### src/rtl/wunp_pkg.sv
package wunp_pkg;
    typedef enum logic {PK_IDLE, PK_LOW} pk_state_t;
    typedef enum logic {RD_LOW, RD_HIGH} rd_state_t;
endpackage

### src/rtl/wunp_packer.sv
module wunp_packer
    import wunp_pkg::*;
#(
    parameter int HALF_W = 32,
    localparam int BEW = HALF_W / 8,
    localparam int ENTRY_W = 2 * (HALF_W + BEW)
) (
    input  logic                 clk,
    input  logic                 rst_n,
    input  logic                 wr_valid,
    output logic                 wr_ready,
    input  logic                 wr_wide,
    input  logic                 wr_addr2,
    input  logic                 wr_last,
    input  logic [2*HALF_W-1:0]  wr_data,
    input  logic [2*BEW-1:0]     wr_be_n,
    input  logic                 store_full,
    output logic                 push,
    output logic [ENTRY_W-1:0]   push_data
);
    localparam logic [BEW-1:0]    BE_OFF = {BEW{1'b1}};
    localparam logic [HALF_W-1:0] D_NONE = {HALF_W{1'b0}};

    pk_state_t        state, state_nxt;
    logic [HALF_W-1:0] held_d;
    logic [BEW-1:0]    held_be;
    logic              capture;
    logic              fire;

    assign wr_ready = !store_full;
    assign fire     = wr_valid && wr_ready;

    always_ff @(posedge clk) begin
        if (!rst_n) begin
            state   <= PK_IDLE;
            held_d  <= '0;
            held_be <= BE_OFF;
        end else begin
            state <= state_nxt;
            if (capture) begin
                held_d  <= wr_data[HALF_W-1:0];
                held_be <= wr_be_n[BEW-1:0];
            end
        end
    end

    // entry layout: {be_n_hi, be_n_lo, data_hi, data_lo}
    always_comb begin
        state_nxt = state;
        push      = 1'b0;
        capture   = 1'b0;
        push_data = '0;
        unique case (state)
            PK_IDLE: begin
                if (fire) begin
                    if (wr_wide) begin
                        push      = 1'b1;
                        push_data = {wr_be_n, wr_data};
                    end else if (wr_addr2) begin
                        push      = 1'b1;
                        push_data = {wr_be_n[BEW-1:0], BE_OFF, wr_data[HALF_W-1:0], D_NONE};
                    end else if (wr_last) begin
                        push      = 1'b1;
                        push_data = {BE_OFF, wr_be_n[BEW-1:0], D_NONE, wr_data[HALF_W-1:0]};
                    end else begin
                        capture   = 1'b1;
                        state_nxt = PK_LOW;
                    end
                end
            end
            PK_LOW: begin
                if (fire) begin
                    push      = 1'b1;
                    push_data = {wr_be_n[BEW-1:0], held_be, wr_data[HALF_W-1:0], held_d};
                    state_nxt = PK_IDLE;
                end
            end
        endcase
    end

    // wide beats must be quadword aligned
    p_wide_aligned_r3: assert property (@(posedge clk) disable iff (!rst_n)
        (wr_valid && wr_wide) |-> !wr_addr2);

    // nothing is committed into a full store
    p_no_overflow_r7: assert property (@(posedge clk) disable iff (!rst_n)
        push |-> !store_full);
endmodule

### src/rtl/wunp_store.sv
module wunp_store #(
    parameter int ENTRY_W = 72,
    parameter int DEPTH = 8,
    localparam int AW = $clog2(DEPTH)
) (
    input  logic               clk,
    input  logic               rst_n,
    input  logic               push,
    input  logic [ENTRY_W-1:0] push_data,
    input  logic               pop,
    output logic [ENTRY_W-1:0] head,
    output logic               full,
    output logic               empty
);
    logic [ENTRY_W-1:0] mem [DEPTH];
    logic [AW:0]        wptr, rptr;

    always_ff @(posedge clk) begin
        if (!rst_n) begin
            wptr <= '0;
            rptr <= '0;
        end else begin
            if (push) wptr <= wptr + 1'b1;
            if (pop)  rptr <= rptr + 1'b1;
        end
    end

    always_ff @(posedge clk) begin
        if (push) mem[wptr[AW-1:0]] <= push_data;
    end

    assign head  = mem[rptr[AW-1:0]];
    assign empty = (wptr == rptr);
    assign full  = (wptr[AW] != rptr[AW]) && (wptr[AW-1:0] == rptr[AW-1:0]);

    // no pop without a stored entry
    p_no_underflow_r9: assert property (@(posedge clk) disable iff (!rst_n)
        pop |-> !empty);

    // a lone commit makes the store non-empty on the next cycle
    p_push_shows_r9: assert property (@(posedge clk) disable iff (!rst_n)
        (push && !pop) |=> !empty);


    p_full_empty_excl_r10: assert property (@(posedge clk) disable iff (!rst_n)
        !(full && empty));
endmodule

### src/rtl/wunp_reader.sv
module wunp_reader
    import wunp_pkg::*;
#(
    parameter int HALF_W = 32,
    localparam int BEW = HALF_W / 8,
    localparam int ENTRY_W = 2 * (HALF_W + BEW),
    localparam int WORD_W = HALF_W + BEW
) (
    input  logic               clk,
    input  logic               rst_n,
    input  logic [ENTRY_W-1:0] head,
    input  logic               empty,
    output logic               rd_valid,
    input  logic               rd_ready,
    output logic [WORD_W-1:0]  rd_data,
    output logic               pop
);
    rd_state_t state, state_nxt;
    logic      take;

    assign take = rd_valid && rd_ready;

    always_ff @(posedge clk) begin
        if (!rst_n) state <= RD_LOW;
        else        state <= state_nxt;
    end

    always_comb begin
        rd_valid  = !empty;
        state_nxt = state;
        pop       = 1'b0;
        rd_data   = '0;
        unique case (state)
            RD_LOW: begin
                rd_data = {head[2*HALF_W +: BEW], head[0 +: HALF_W]};
                if (take) state_nxt = RD_HIGH;
            end
            RD_HIGH: begin
                rd_data = {head[2*HALF_W+BEW +: BEW], head[HALF_W +: HALF_W]};
                if (take) begin
                    pop       = 1'b1;
                    state_nxt = RD_LOW;
                end
            end
        endcase
    end

    // a stalled word is held
    p_hold_stalled_r8: assert property (@(posedge clk) disable iff (!rst_n)
        (rd_valid && !rd_ready) |=> (rd_valid && $stable(rd_data)));
endmodule

### src/rtl/wunp_fifo.sv
module wunp_fifo #(
    parameter int DEPTH = 8,
    parameter int HALF_W = 32,
    localparam int BEW = HALF_W / 8,
    localparam int ENTRY_W = 2 * (HALF_W + BEW)
) (
    input  logic                clk,
    input  logic                rst_n,
    input  logic                wr_valid,
    output logic                wr_ready,
    input  logic                wr_wide,
    input  logic                wr_addr2,
    input  logic                wr_last,
    input  logic [2*HALF_W-1:0] wr_data,
    input  logic [2*BEW-1:0]    wr_be_n,
    output logic                full,
    output logic                empty,
    output logic                rd_valid,
    input  logic                rd_ready,
    output logic [HALF_W+BEW-1:0] rd_data
);
    logic               push, pop;
    logic [ENTRY_W-1:0] push_data, head;

    wunp_packer #(.HALF_W(HALF_W)) u_packer (
        .clk(clk), .rst_n(rst_n),
        .wr_valid(wr_valid), .wr_ready(wr_ready), .wr_wide(wr_wide),
        .wr_addr2(wr_addr2), .wr_last(wr_last), .wr_data(wr_data),
        .wr_be_n(wr_be_n), .store_full(full),
        .push(push), .push_data(push_data)
    );

    wunp_store #(.ENTRY_W(ENTRY_W), .DEPTH(DEPTH)) u_store (
        .clk(clk), .rst_n(rst_n),
        .push(push), .push_data(push_data), .pop(pop),
        .head(head), .full(full), .empty(empty)
    );

    wunp_reader #(.HALF_W(HALF_W)) u_reader (
        .clk(clk), .rst_n(rst_n),
        .head(head), .empty(empty),
        .rd_valid(rd_valid), .rd_ready(rd_ready),
        .rd_data(rd_data), .pop(pop)
    );

    // read side validity follows storage occupancy
    p_valid_tracks_r9: assert property (@(posedge clk) disable iff (!rst_n)
        rd_valid == !empty);
endmodule

### config.mk
export PLATFORM = sky130hd
export DESIGN_NAME = wunp_fifo
export DESIGN_NICKNAME = d
export VERILOG_FILES = /design/src/rtl/wunp_pkg.sv /design/src/rtl/wunp_packer.sv /design/src/rtl/wunp_store.sv /design/src/rtl/wunp_reader.sv /design/src/rtl/wunp_fifo.sv
export SDC_FILE = /design/constraint.sdc
export NUM_CORES = 1
export LEC_CHECK = 0
export ABC_AREA = 0
export BUFFER_PORTS_ARGS = -buffer_cell sky130_fd_sc_hd__clkbuf_2
export CAP_MARGIN = 20
export CORE_MARGIN = 2
export CORE_UTILIZATION = 60
export CTS_BUF_LIST = sky130_fd_sc_hd__clkbuf_2
export DETAILED_ROUTE_END_ITERATION = 8
export MAX_ROUTING_LAYER = met4
export PLACE_DENSITY = 0.78
export SYNTH_ARGS = -nofsm -noshare
export SYNTH_HDL_FRONTEND = slang
export SYNTH_SLANG_ARGS = --single-unit
### constraint.sdc
create_clock -name clk -period 11.2 [get_ports clk]
set_input_delay 1.12 -clock clk [delete_from_list [all_inputs] [get_ports clk]]
set_output_delay 1.12 -clock clk [all_outputs]
set_load 0.05 [all_outputs]
## Word level (Yosys, flattened, before mapping)

Memory sizes are Yosys's and may differ from the RTL's. A register that Yosys moved wholly into a read port is not among the register bits.
Index checks and enable logic that the tools add are counted.
W data, S select, Z words.

| storage, ports and cells | value |
|---|---|
| flip-flop bits (word level) | 46 |
| RAM bits | 576 |
| input port bits | 79 |
| logic and storage cells | 47 |
| memories | 1 |

| cells by class | value |
|---|---|
| add/sub/neg operators | 2 |
| equality and inequality tests | 3 |
| muxes and demuxes | 28 |
| bitwise logic cells | 2 |
| reductions and logical operators | 5 |

Memories:

| name | words | bits a word | rd ports | clocked after memory_dff | write ports | line | text |
|---|---|---|---|---|---|---|---|
| u_store.mem | 8 | 72 | 1 | 1 | 1 | wunp_store.sv:15 | `logic [ENTRY_W-1:0] mem [DEPTH];` |

Operators with widths:

| cell | number |
|---|---|
| $mux W72 | 5 |
| $pmux W72 S2 | 1 |
| $pmux W36 S2 | 1 |
| $mux W1 | 16 |
| $add A4 B1 Y4 const B | 2 |
| $mux W3 | 2 |
| $pmux W1 S2 | 3 |
| $eq A4 B4 Y1 | 1 |
| $eq A3 B3 Y1 | 1 |
| $logic_and A1 B1 Y1 | 3 |
| $logic_not A1 Y1 | 2 |
| $not A1 Y1 | 2 |
| $ne A1 B1 Y1 | 1 |

## Logic depth before layout (Yosys ltp)

Gate-level depths: netlist (run 1).

| depth | value |
|---|---|
| depth in word-level cells | 8 |
| depth in mapped cells | 9 |

## Hierarchy

Synthesis (run 1) repeated with hierarchy kept, for this count alone.

| unflattened totals | value |
|---|---|
| cell total of the unflattened synthesis | 1206 |
| area, all modules | 25353.1 um^2 |

Modules (own cells, without submodules):

| module | instances | cells each | area each (um^2) | seq. area each (um^2) |
|---|---|---|---|---|
| wunp_store | 1 | 888 | 22376.5 | 17516.8 |
| wunp_packer | 1 | 273 | 2338.5 | 740.7 |
| wunp_reader | 1 | 45 | 638.1 | 20.0 |

## Worst setup path after synthesis (run 1)

OpenSTA, ideal clock, no wires.

| timing path | value |
|---|---|
| path type | input to register |
| from | in wr_addr2 |
| to | mem u_store.mem[1][0] (enable) |
| arrival | 8976 ps |
| required time | 10495 ps |
| slack | 1518 ps |
| stages on the path | 4 |
| path buffers | 0 |
| cells stage by stage | nor3_2 > nand2_1 > nand2_1 > nor4b_1 |

| on the way | value |
|---|---|
| word-level cells in the longest chain between the ends | 6 |

RTL lines:

| element | line | text |
|---|---|---|
| start, declared | wunp_fifo.sv:12 | `input logic wr_addr2,` |
| $mux W1 | wunp_packer.sv:59 | `end else if (wr_addr2) begin` |
| $mux W1 | wunp_packer.sv:56 | `if (wr_wide) begin` |
| $mux W1 | wunp_packer.sv:55 | `if (fire) begin` |
| $pmux W1 S2 | wunp_packer.sv:53 | `unique case (state)` |
| $mux W1 | wunp_store.sv:29 | `if (push) mem[wptr[AW-1:0]] <= push_data;` |
| $mux W1 (not written as such) | wunp_store.sv:29 |  |
| end, declared | wunp_store.sv:15 |  |

No other way between the ends.

==> results by group, run 1 <==
Die
  • Rows: 73
  • Core area: around 40000 µm²
  • Die Area: ~42000 µm²
  • Chip width: approximately 210 µm
  • Ports: ~120
  • Initial core utilization: between 60% and 70%
  • Die height: 206.0 µm

Yosys
  • Syn Inst Count: 1271
  • Post-synthesis sequential area ratio: approximately three quarters
  • Number of synthesized flops with an enable pin: 576
  • Synth cell types: 37
  • Synth Flop Type: edfxtp_1
  • Synth Register Bits: between 600 and 700
  • Avg Inst Size Synth: about 19 µm²
  • Synth warnings: 0
  • Mapped Area: between 20000 and 25000 µm²
  • Fraction of registers with async set/reset: 0%
  • Syn nets: roughly 1400

Setup path
  • Reg2reg start: u_store.wptr[2]
  • Crit. End Element: output pin
  • Crit path required time: a little over 10 ns
  • Worst Path Class, Setup: reg2out
  • Max incr delay on CP: ~0.85 ns
  • Worst-path maximum fanout: between 40 and 50
  • Crit start category: register
  • Top cell by count, worst path: buf_4
  • Critical path arrival: around 4.5 ns
  • Reg2Reg Setup Slack: 7.60 ns
  • Worst path slowest cell: buf_4
  • Critical-path cell list: buf_4 -> buf_4 -> mux4_2 -> a22oi_1 -> nand2_1 -> clkbuf_2

Placed design
  • DP Worst Slack: ~6.5 ns
  • Count of input and output buffers: between 100 and 150
  • Placer Congestion: 0.7865
  • Post-DP Area: ~26000 µm²
  • Post-detail-place hpwl: between 20000 and 30000 µm

CTS
  • Post-CTS Setup Inserts: 0
  • # resized after CTS: 0
  • Root Buffer: clkbuf_2
  • CTS tree: yes
  • Clock sink total: 625
  • CTS max path bufs: 3
  • CTS Buf Count: between 100 and 150
  • # hold bufs at CTS: 0
  • Worst-Skew Late Latency: 1.05 ns
  • # H-tree levels: 4
  • Worst-path clk slew: 0.11 ns

Routing
  • Post-DR vias/cell: just over 6
  • Final WL: 52530 µm
  • Post-DRT Antenna Nets: 0
  • Drt pass-1 iters: 5
  • Initial drt markers: approximately 1200
  • Routed vias: roughly 13000
  • DR DRC count: 0
  • Routed len/inst: between 20 and 25 µm

Job
  • Max Cap Viol: 0

GRT
  • Routing usage on met2: 40.27%
  • Largest net degree at the start of global routing: 84
  • GRT met3 Usage: slightly below 7%
  • Initial antenna violation count: 2
  • Global-route wire length before repair: approximately 80000 µm
  • Grt met1 use: between 30% and 40%
  • Global route overflow: 0
  • Busiest grt layer: met2
  • GRT Overall Usage: a little over a quarter
  • Number of global-route vias before repair: approximately 14000

STA
  • Final Max Slew Viols: 0
  • Setup Skew: approximately 0.075 ns
  • Final Hold Viols: 0
  • Slew margin rel.: just under 30%
  • Fmax: approximately 0.18 GHz
  • Period Utilization, post-route: between 50% and 60%
  • RSZ-0062 raised after global routing: no
  • Post-layout min period: 5.609 ns
  • Slew @ Worst Pin: between 1 and 1.5 ns
  • Setup_tns: 0 ns
  • Min setup slack post-route: between 5 and 6 ns
  • Final setup fails: 0

Pwr
  • PwrDens: 165.0 nW/µm²
  • Power after layout: between 0.004 and 0.005 W
  • Static leakage: 9.226 nW
  • Worst VDD drop: roughly 0.1 mV

Layout
  • Commonest non-fill, non-tap cell in the layout: edfxtp_1
  • P&R area growth vs syn: 10.47%
  • Layout cell share with drive strength beyond 1: a little over a third
  • NumNets Final: roughly 1600
  • Most frequent cells in the layout: edfxtp_1 (576), clkbuf_2 (356), mux4_2 (144)
  • Fill cell count: between 2000 and 3000
  • Design area: 27040 µm²

Status
  • Run status: finished, final reports clean

Worst hold path
  • Hold/Removal Path Class: in2reg
  • Hold_sp: wr_data[8]
layout make-up:
type	count	area [µm²]	share of cell area, %
sequential	625	18290	67.61
multi-input combinational	555	5891	21.78
clock buffer	239	1196	4.423
timing repair buffer	148	835.8	3.090
tap	525	656.9	2.429
clock inverter	24	148.9	0.5505
inverter	7	26.28	0.09715
antenna	2	5.005	0.01851
state kept, by name (all words and copies together) (netlist names), named ones only:
signal            cells
u_store.mem         576
u_packer.held_d      32
u_packer.held_be      4
u_store.rptr          4
u_store.wptr          4
u_packer.state        1
u_reader.state        1
worst paths after layout:
path / endpoint / cells past startpoint
worst max-delay path: rd_data[35] / 6
worst min-delay path: u_packer.held_d[8] / 3
worst max register to register: u_store.mem[3][1] / 6
worst min register to register: u_packer.held_d[30] / 2
Yosys cell counts, drive strengths merged (4+ instances only):
cell type  number  share of area, %
a22oi         106               3.3
o21ai           5              0.10
dfxtp          49               4.0
nand3          10              0.20
nand2b          5              0.13
xor2            4              0.14
mux4          144                13
a21oi           9              0.18
clkbuf         50              0.77
or3             4              0.10
mux2i          37               1.5
and2            9              0.24
nor2           47              0.73
nand2         115               1.8
buf            34              0.80
nor2b           4              0.10
nor3            4              0.10
a22o           31               1.1
edfxtp        576                71
inv             7              0.11
routing by layer:
metal / wire [µm] / vias up
li1: - / 5721
met1: 20560 / 6754
met2: 25730 / 666
met3: 4917 / 102
met4: 1317 / 0
met5: 0 / -
cell families after synthesis:
family                   synth area share, %
flip-flops                             74.66
AND/OR/NAND/NOR                        3.634
multiplexers                           14.76
AO/OA/AOI/OAI                          4.866
buffers and inverters                  1.676
XOR/XNOR                              0.2504
adder cells (fa/ha/maj)               0.1533
metrics by stage:
step                util (%)  std cells  hold slack, ns
finish                 67.60       2125          0.3392
global route           67.60       2125          0.2714
detailed placement     64.16       1859          0.4481
global placement       64.16       1859          0.4416
floorplan                  -       1271          0.4344
CTS                    67.52       2122          0.2266
worst max-delay path, delay by kind of cell (launching register included):
family / cells / cell delay [ns]
buffers and inverters: 3 / 1.82
DFF: 1 / 0.62
muxes: 1 / 0.61
AOI/OAI and AO/OA: 1 / 0.22
and+or+nand+nor: 1 / 0.15
power by group:
part           total [W]  leakage, nW  internal [W]  switching, W
combinational   0.000401         2.38      0.000120      0.000281
clock            0.00144         1.08      0.000601      0.000836
sequential       0.00262         5.77       0.00261     0.0000178
total            0.00446         9.23       0.00333       0.00113
Note: power is estimated with default switching activity, not from simulation.
==> inputs of run 2 (changes only) <==
==> constraint.sdc (replaced) <==
create_clock -name clk -period 5.6 [get_ports clk]
set_input_delay 0.56 -clock clk [delete_from_list [all_inputs] [get_ports clk]]
set_output_delay 0.56 -clock clk [all_outputs]
set_load 0.05 [all_outputs]
==> run 2 against run 1 <==
- worst hold slack worse by 0.22 ns
- critical path depth is 1 lower
- routed wire length is 4.4% higher
- register-to-register slack worse by 5.7 ns
- cell area is 3.0% higher
- via count is 2.6% higher
- non-clock buffer count is 59 higher
- sequential cell count stayed put
- global-route usage is 1.3 points higher
- largest power group unchanged
==> results by group, run 2 (synthesized netlist as in run 1, its figures left out) <==
Status
  • Run status: finished, final reports clean

GRT
  • Busiest grt layer: met2
  • Largest net degree at the start of global routing: 84 (unchanged)
  • GRT met3 Usage: 6.623% (-0.17 points)
  • Number of global-route vias before repair: 14150 (+3.6%)
  • Routing usage on met2: 41.90% (+1.6 points)
  • Global-route wire length before repair: 82230 µm (+4.8%)
  • Grt met1 use: 37.23% (+2.7 points)
  • Global route overflow: 0 (unchanged)
  • GRT Overall Usage: 27.56% (+1.3 points)
  • Initial antenna violation count: 3 (+1)

STA
  • Final Max Slew Viols: 0 (unchanged)
  • Min setup slack post-route: 1.390 ns (-4.201 ns)
  • RSZ-0062 raised after global routing: no
  • Final setup fails: 0 (unchanged)
  • Period Utilization, post-route: 75.18%
  • Slew margin rel.: 29.91% (+1.1 points)
  • Slew @ Worst Pin: 1.049 ns (-0.008581 ns)
  • Post-layout min period: approximately 4.2 ns
  • Setup Skew: 0.08529 ns (+0.01011 ns)
  • Fmax: about 0.24 GHz
  • Final Hold Viols: 0 (unchanged)

Pwr
  • Worst VDD drop: 0.2075 mV (+110%)
  • Sw Ratio: 25.62% (+0.20 points)
  • Clk network pwr share: 33.2% (+1.0 points)
  • Int Power: 0.006805 W (+100%)
  • PwrDens: 328.5 nW/µm² (+99%)
  • Static leakage: 9.503 nW (+3.0%)
  • Switch Pwr: 0.002344 W (+110%)
  • Sequential power share: 57.4% (-1.4 points)
  • Share of total power in combinational logic: 9.3% (+0.3 points)

Setup path
  • Crit start category: register
  • Crit path required time: 5.04 ns (-5.04 ns)
  • Crit. End Element: output pin
  • Worst-path maximum fanout: 58 (+21%)
  • Critical-path cell list: buf_4 -> mux4_2 -> a22oi_1 -> nand2_1 -> clkbuf_2
  • Critical path arrival: 3.65 ns (-0.84 ns)
  • Max incr delay on CP: 0.95 ns (+0.10 ns)
  • Worst path slowest cell: dfxtp_4
  • Worst Path Class, Setup: reg2out

Routing
  • Final WL: 54860 µm (+4.4%)
  • Routed len/inst: 25.06 µm (+1.4%)
  • Drt pass-1 iters: 5 (unchanged)
  • Routed vias: 13590 (+2.6%)
  • Post-DR vias/cell: 6.208 (-0.39%)
  • Post-DRT Antenna Nets: 0 (unchanged)
  • DR DRC count: 0 (unchanged)
  • Initial drt markers: 1699 (+40%)

Placed design
  • Placed insts: 1858 (-0.054%)
  • Count of input and output buffers: 118 (unchanged)
  • Post-detail-place hpwl: 28910 µm (+2.6%)
  • DP Worst Slack: 2.012 ns (-4.497 ns)
  • Placer Congestion: 0.7642 (-2.8%)

Die
  • Ports: 119 (unchanged)
  • Die Area: 42430 µm² (unchanged)
  • Die height: 206.0 µm (unchanged)
  • Rows: 73 (unchanged)
  • Chip width: 206.0 µm (unchanged)
  • Initial core utilization: 61.19% (unchanged)
  • Core area: 40010 µm² (unchanged)

Layout
  • Layout cell share with drive strength beyond 1: 33.63% (-1.7 points)
  • Fill cell count: 2553 (-3.0%)
  • Fin util: 69.61% (+2.0 points)
  • Most frequent cells in the layout: edfxtp_1 (576), clkbuf_2 (349), mux4_2 (144)
  • Fin cells: 2189 (+3.0%)
  • Commonest non-fill, non-tap cell in the layout: edfxtp_1
  • NumNets Final: 1625 (+3.7%)
  • P&R area growth vs syn: 13.76%
  • Max reg flops: 576 (unchanged)
  • Multi-input gate area: 5933 µm² (+0.72%)
  • Sequential cell area: 18290 µm² (unchanged)

Job
  • Max Cap Viol: 0 (unchanged)

CTS
  • Clock sink total: 625 (unchanged)
  • CTS max path bufs: 3 (unchanged)
  • Worst-Skew Late Latency: 1.09 ns (+0.04 ns)
  • Worst-path clk slew: 0.11 ns (about the same)
  • CTS tree: yes
  • CTS Buf Count: 147 (-0.68%)
  • Root Buffer: clkbuf_2
  • # H-tree levels: 4 (unchanged)

Worst hold path
  • Hold/Removal Path Class: in2reg
==> run 2: final cells by class <==
class	instances	area share, %
Inverter	7	0.09435
Timing Repair Buffer	207	5.400
Antenna cell	2	0.01797
Clock buffer	232	4.169
Multi-Input combinational cell	555	21.30
Clock inverter	36	0.9974
Tap cell	525	2.359
Sequential cell	625	65.66
==> run 2: layer usage <==
metal	vias to the layer above	routed length, µm
li1	5842	-
met1	6846	21030
met2	795	26750
met3	106	5832
met4	0	1251
met5	-	0
==> run 2: worst max-delay path: cells and delay by family (launching register included) <==
kind                   cells  cell delay, ns
DFF                        1            0.95
muxes                      1            0.38
buffers and inverters      2            0.82
AOI/OAI and AO/OA          1            0.23
and+or+nand+nor            1            0.19
==> run 2: repair_timing <==
| item | in CTS | in global routing |
|---|---|---|
| hold buffers | 60 | 0 |
| buffers inserted | 0 | 0 |
| setup endpoints to repair | 0 | 0 |
| hold endpoints to repair | 358 | 0 |
| resized for setup | 0 | 0 |
==> run 2: power by group through the flow <==
stage / combinational [W] / clock, W / sequential (W)
detailed placement: 0.000815 / 0 / 0.00536
global route: 0.000903 / 0.00331 / 0.00526
global placement: 0.000802 / 0 / 0.00535
finish: 0.000854 / 0.00304 / 0.00525
floorplan: 0.000559 / 0 / 0.00535
CTS: 0.000849 / 0.00310 / 0.00525
==> run 2: worst paths after layout <==
kind / start / slack, ns / end / cells past startpoint
min: wr_data[39] / 0.12 / u_store.mem[4][39] / 3
max: register / 1.39 / rd_data[35] / 5
min reg2reg: u_packer.held_d[29] / 0.46 / u_packer.held_d[29] / 2
max reg2reg: u_store.wptr[1] / 1.93 / u_store.mem[3][19] / 5
==> run 2: per-stage QoR <==
step / power [W] / cell area (µm²) / hold WS [ns] / TNS [ns]
floorplan: 0.005906 / 24510 / 0.4344 / -22.87
finish: 0.009149 / 27850 / 0.1191 / 0
CTS: 0.009207 / 27820 / 0.01614 / 0
global route: 0.009477 / 27850 / 0.03005 / 0
global placement: 0.006153 / 25780 / 0.4416 / 0
detailed placement: 0.006176 / 25780 / 0.4483 / 0
==> inputs of run 3 (changes only) <==
==> constraint.sdc (replaced) <==
create_clock -name clk -period 4.4 [get_ports clk]
set_input_delay 0.44 -clock clk [delete_from_list [all_inputs] [get_ports clk]]
set_output_delay 0.44 -clock clk [all_outputs]
set_load 0.05 [all_outputs]
==> run 3 against run 2 <==
- via count rose by 0.87%
- sequential share of layout area fell by 0.24 points
- routed wire length rose by 0.92%
- worst setup slack got worse by 0.82 ns
- sequential power rose by 27%
- largest cell class unchanged
==> results by group, run 3 (synthesized netlist as in run 1, its figures left out) <==
Die
  • Core area: 40010 µm² (unchanged)
  • Die height: 206.0 µm (unchanged)
  • Die Area: 42430 µm² (unchanged)
  • Chip width: 206.0 µm (unchanged)
  • Rows: 73 (unchanged)
  • Initial core utilization: 61.19% (unchanged)
  • Ports: 119 (unchanged)

Layout
  • NumNets Final: 1648 (+1.4%)
  • Layout cell share with drive strength beyond 1: 32.92% (-0.72 points)
  • Most frequent cells in the layout: edfxtp_1 (576), clkbuf_2 (338), mux4_2 (144)
  • Max reg flops: 576 (unchanged)
  • P&R area growth vs syn: 14.17%
  • Fill cell count: 2527 (-1.0%)
  • Commonest non-fill, non-tap cell in the layout: edfxtp_1
  • Fin cells: 2209 (+0.91%)

Worst hold path
  • WHS Path Cells: 3 (unchanged)
  • Hold/Removal Path Class: in2reg

CTS
  • Root Buffer: clkbuf_2
  • CTS Buf Count: 150 (+2.0%)
  • CTS max path bufs: 3 (unchanged)
  • Worst-path clk slew: 0.10 ns (about the same)
  • Clock sink total: 625 (unchanged)
  • CTS tree: yes
  • Worst-Skew Late Latency: 1.08 ns (about the same)
  • # H-tree levels: 4 (unchanged)

GRT
  • Global route overflow: 0 (unchanged)
  • GRT Overall Usage: 27.82% (+0.26 points)
  • Largest net degree at the start of global routing: 65 (-23%)
  • Initial antenna violation count: 1 (-2)
  • Global-route wire length before repair: 82850 µm (+0.76%)
  • Number of global-route vias before repair: 14320 (+1.2%)

Setup path
  • Reg2reg path depth: 5 (unchanged)
  • Worst Path Class, Setup: reg2out
  • Crit start category: register
  • Crit path required time: 3.96 ns (-1.08 ns)
  • Critical path arrival: 3.39 ns (-0.26 ns)
  • Crit. End Element: output pin
  • Worst-path maximum fanout: 28 (-52%)

STA
  • Fmax: 0.2608 GHz
  • Setup_tns: 0 ns (unchanged)
  • Period Utilization, post-route: between 80% and 90%
  • Slew margin rel.: 23.02% (-6.9 points)
  • RSZ-0062 raised after global routing: no
  • Slew @ Worst Pin: 1.155 ns (+0.1059 ns)
  • Final setup fails: 0 (unchanged)
  • Setup Skew: 0.07268 ns (-0.01260 ns)
  • Final Max Slew Viols: 0 (unchanged)
  • Post-layout min period: around 3.8 ns
  • Final Hold Viols: 0 (unchanged)
  • Hold slack: 0.09714 ns (-0.02200 ns)

Routing
  • Final WL: 55360 µm (+0.92%)
  • Initial drt markers: 1675 (-1.4%)
  • Drt pass-1 iters: 5 (unchanged)
  • DR DRC count: 0 (unchanged)
  • Routed vias: 13710 (+0.87%)
  • Post-DR vias/cell: 6.205 (about the same)
  • Routed len/inst: 25.06 µm (about the same)
  • Post-DRT Antenna Nets: 0 (unchanged)

Placed design
  • Post-detail-place hpwl: 29870 µm (+3.3%)
  • Placed insts: 1865 (+0.38%)
  • Count of input and output buffers: 118 (unchanged)
  • Placer Congestion: 0.7657 (+0.20%)

Job
  • Max Cap Viol: 0 (unchanged)

Pwr
  • Worst VDD drop: 0.2340 mV (+13%)
  • Power after layout: 0.01146 W (+25%)
  • PwrDens: 409.9 nW/µm² (+25%)
  • Static leakage: 9.519 nW (+0.18%)

Status
  • Run status: finished, final reports clean
## run 3: cell count changes in the layout (fill, tap and decap cells not counted), moves of 4 or more
cell	previous run	this run
dlygate4sd3_1	60	74
clkinv_1	21	33
clkbuf_2	349	338
buf_4	22	28
clkinv_2	6	2
clkinvlp_4	1	5
## run 3: what timing repair did
action / 4_1_cts / 5_1_grt
endpoints found under the setup margin: 0 / 0
buffers inserted: 0 / 0
gates resized for setup: 0 / 0
hold buffers: 74 / 0
endpoints found under the hold margin: 539 / 0
## run 3: final timing paths
check / from / end / slack, ns
max reg2reg: u_store.wptr[1] / u_store.mem[1][23] / 0.91
max: register / rd_data[19] / 0.57
min reg2reg: u_packer.held_d[31] / u_packer.held_d[31] / 0.46
min: wr_data[34] / u_store.mem[4][34] / 0.1
## run 3: worst max-delay path, cell delays in order, from the launching register on
cell and delay [ns]:
dfxtp_4 0.60, buf_4 0.55, mux4_2 0.57, a22oi_1 0.22
nand2_1 0.13, clkbuf_2 0.26
## run 3: power breakdown
group / internal (W) / leakage, nW / switching, W / total, W
clock: 0.00146 / 1.03 / 0.00221 / 0.00367
combinational: 0.000356 / 2.72 / 0.000746 / 0.00110
sequential: 0.00664 / 5.77 / 0.0000485 / 0.00668
## run 3: cell type report
type | instances | area (µm²) | area share [%]
clock buffer | 221 | 1106 | 3.957
clock inverter | 48 | 259.0 | 0.9266
antenna | 1 | 2.502 | 0.008953
tap | 525 | 656.9 | 2.350
sequential | 625 | 18290 | 65.42
timing repair buffer | 227 | 1682 | 6.016
multi-input combinational | 555 | 5933 | 21.23
inverter | 7 | 26.28 | 0.09401
## run 3: metrics by stage
| stage | utilization [%] | cell area, µm² | setup slack, ns |
|---|---|---|---|
| 3_5_place_dp | 64.60 | 25840 | 1.031 |
| 6_report | 69.87 | 27950 | 0.5656 |
| 3_3_place_gp | 64.60 | 25840 | 1.130 |
| 4_1_cts | 69.86 | 27950 | 0.4442 |
| 5_1_grt | 69.87 | 27950 | 0.2783 |
| 2_1_floorplan | - | 24520 | -1.375 |
## run 3: routing by layer
| layer | routed length (µm) | track usage [%] |
|---|---|---|
| met4 | 1154 | 8.827 |
| met5 | 0 | - |
| met1 | 21460 | 36.42 |
| met2 | 27920 | 44.68 |
| met3 | 4822 | 5.645 |
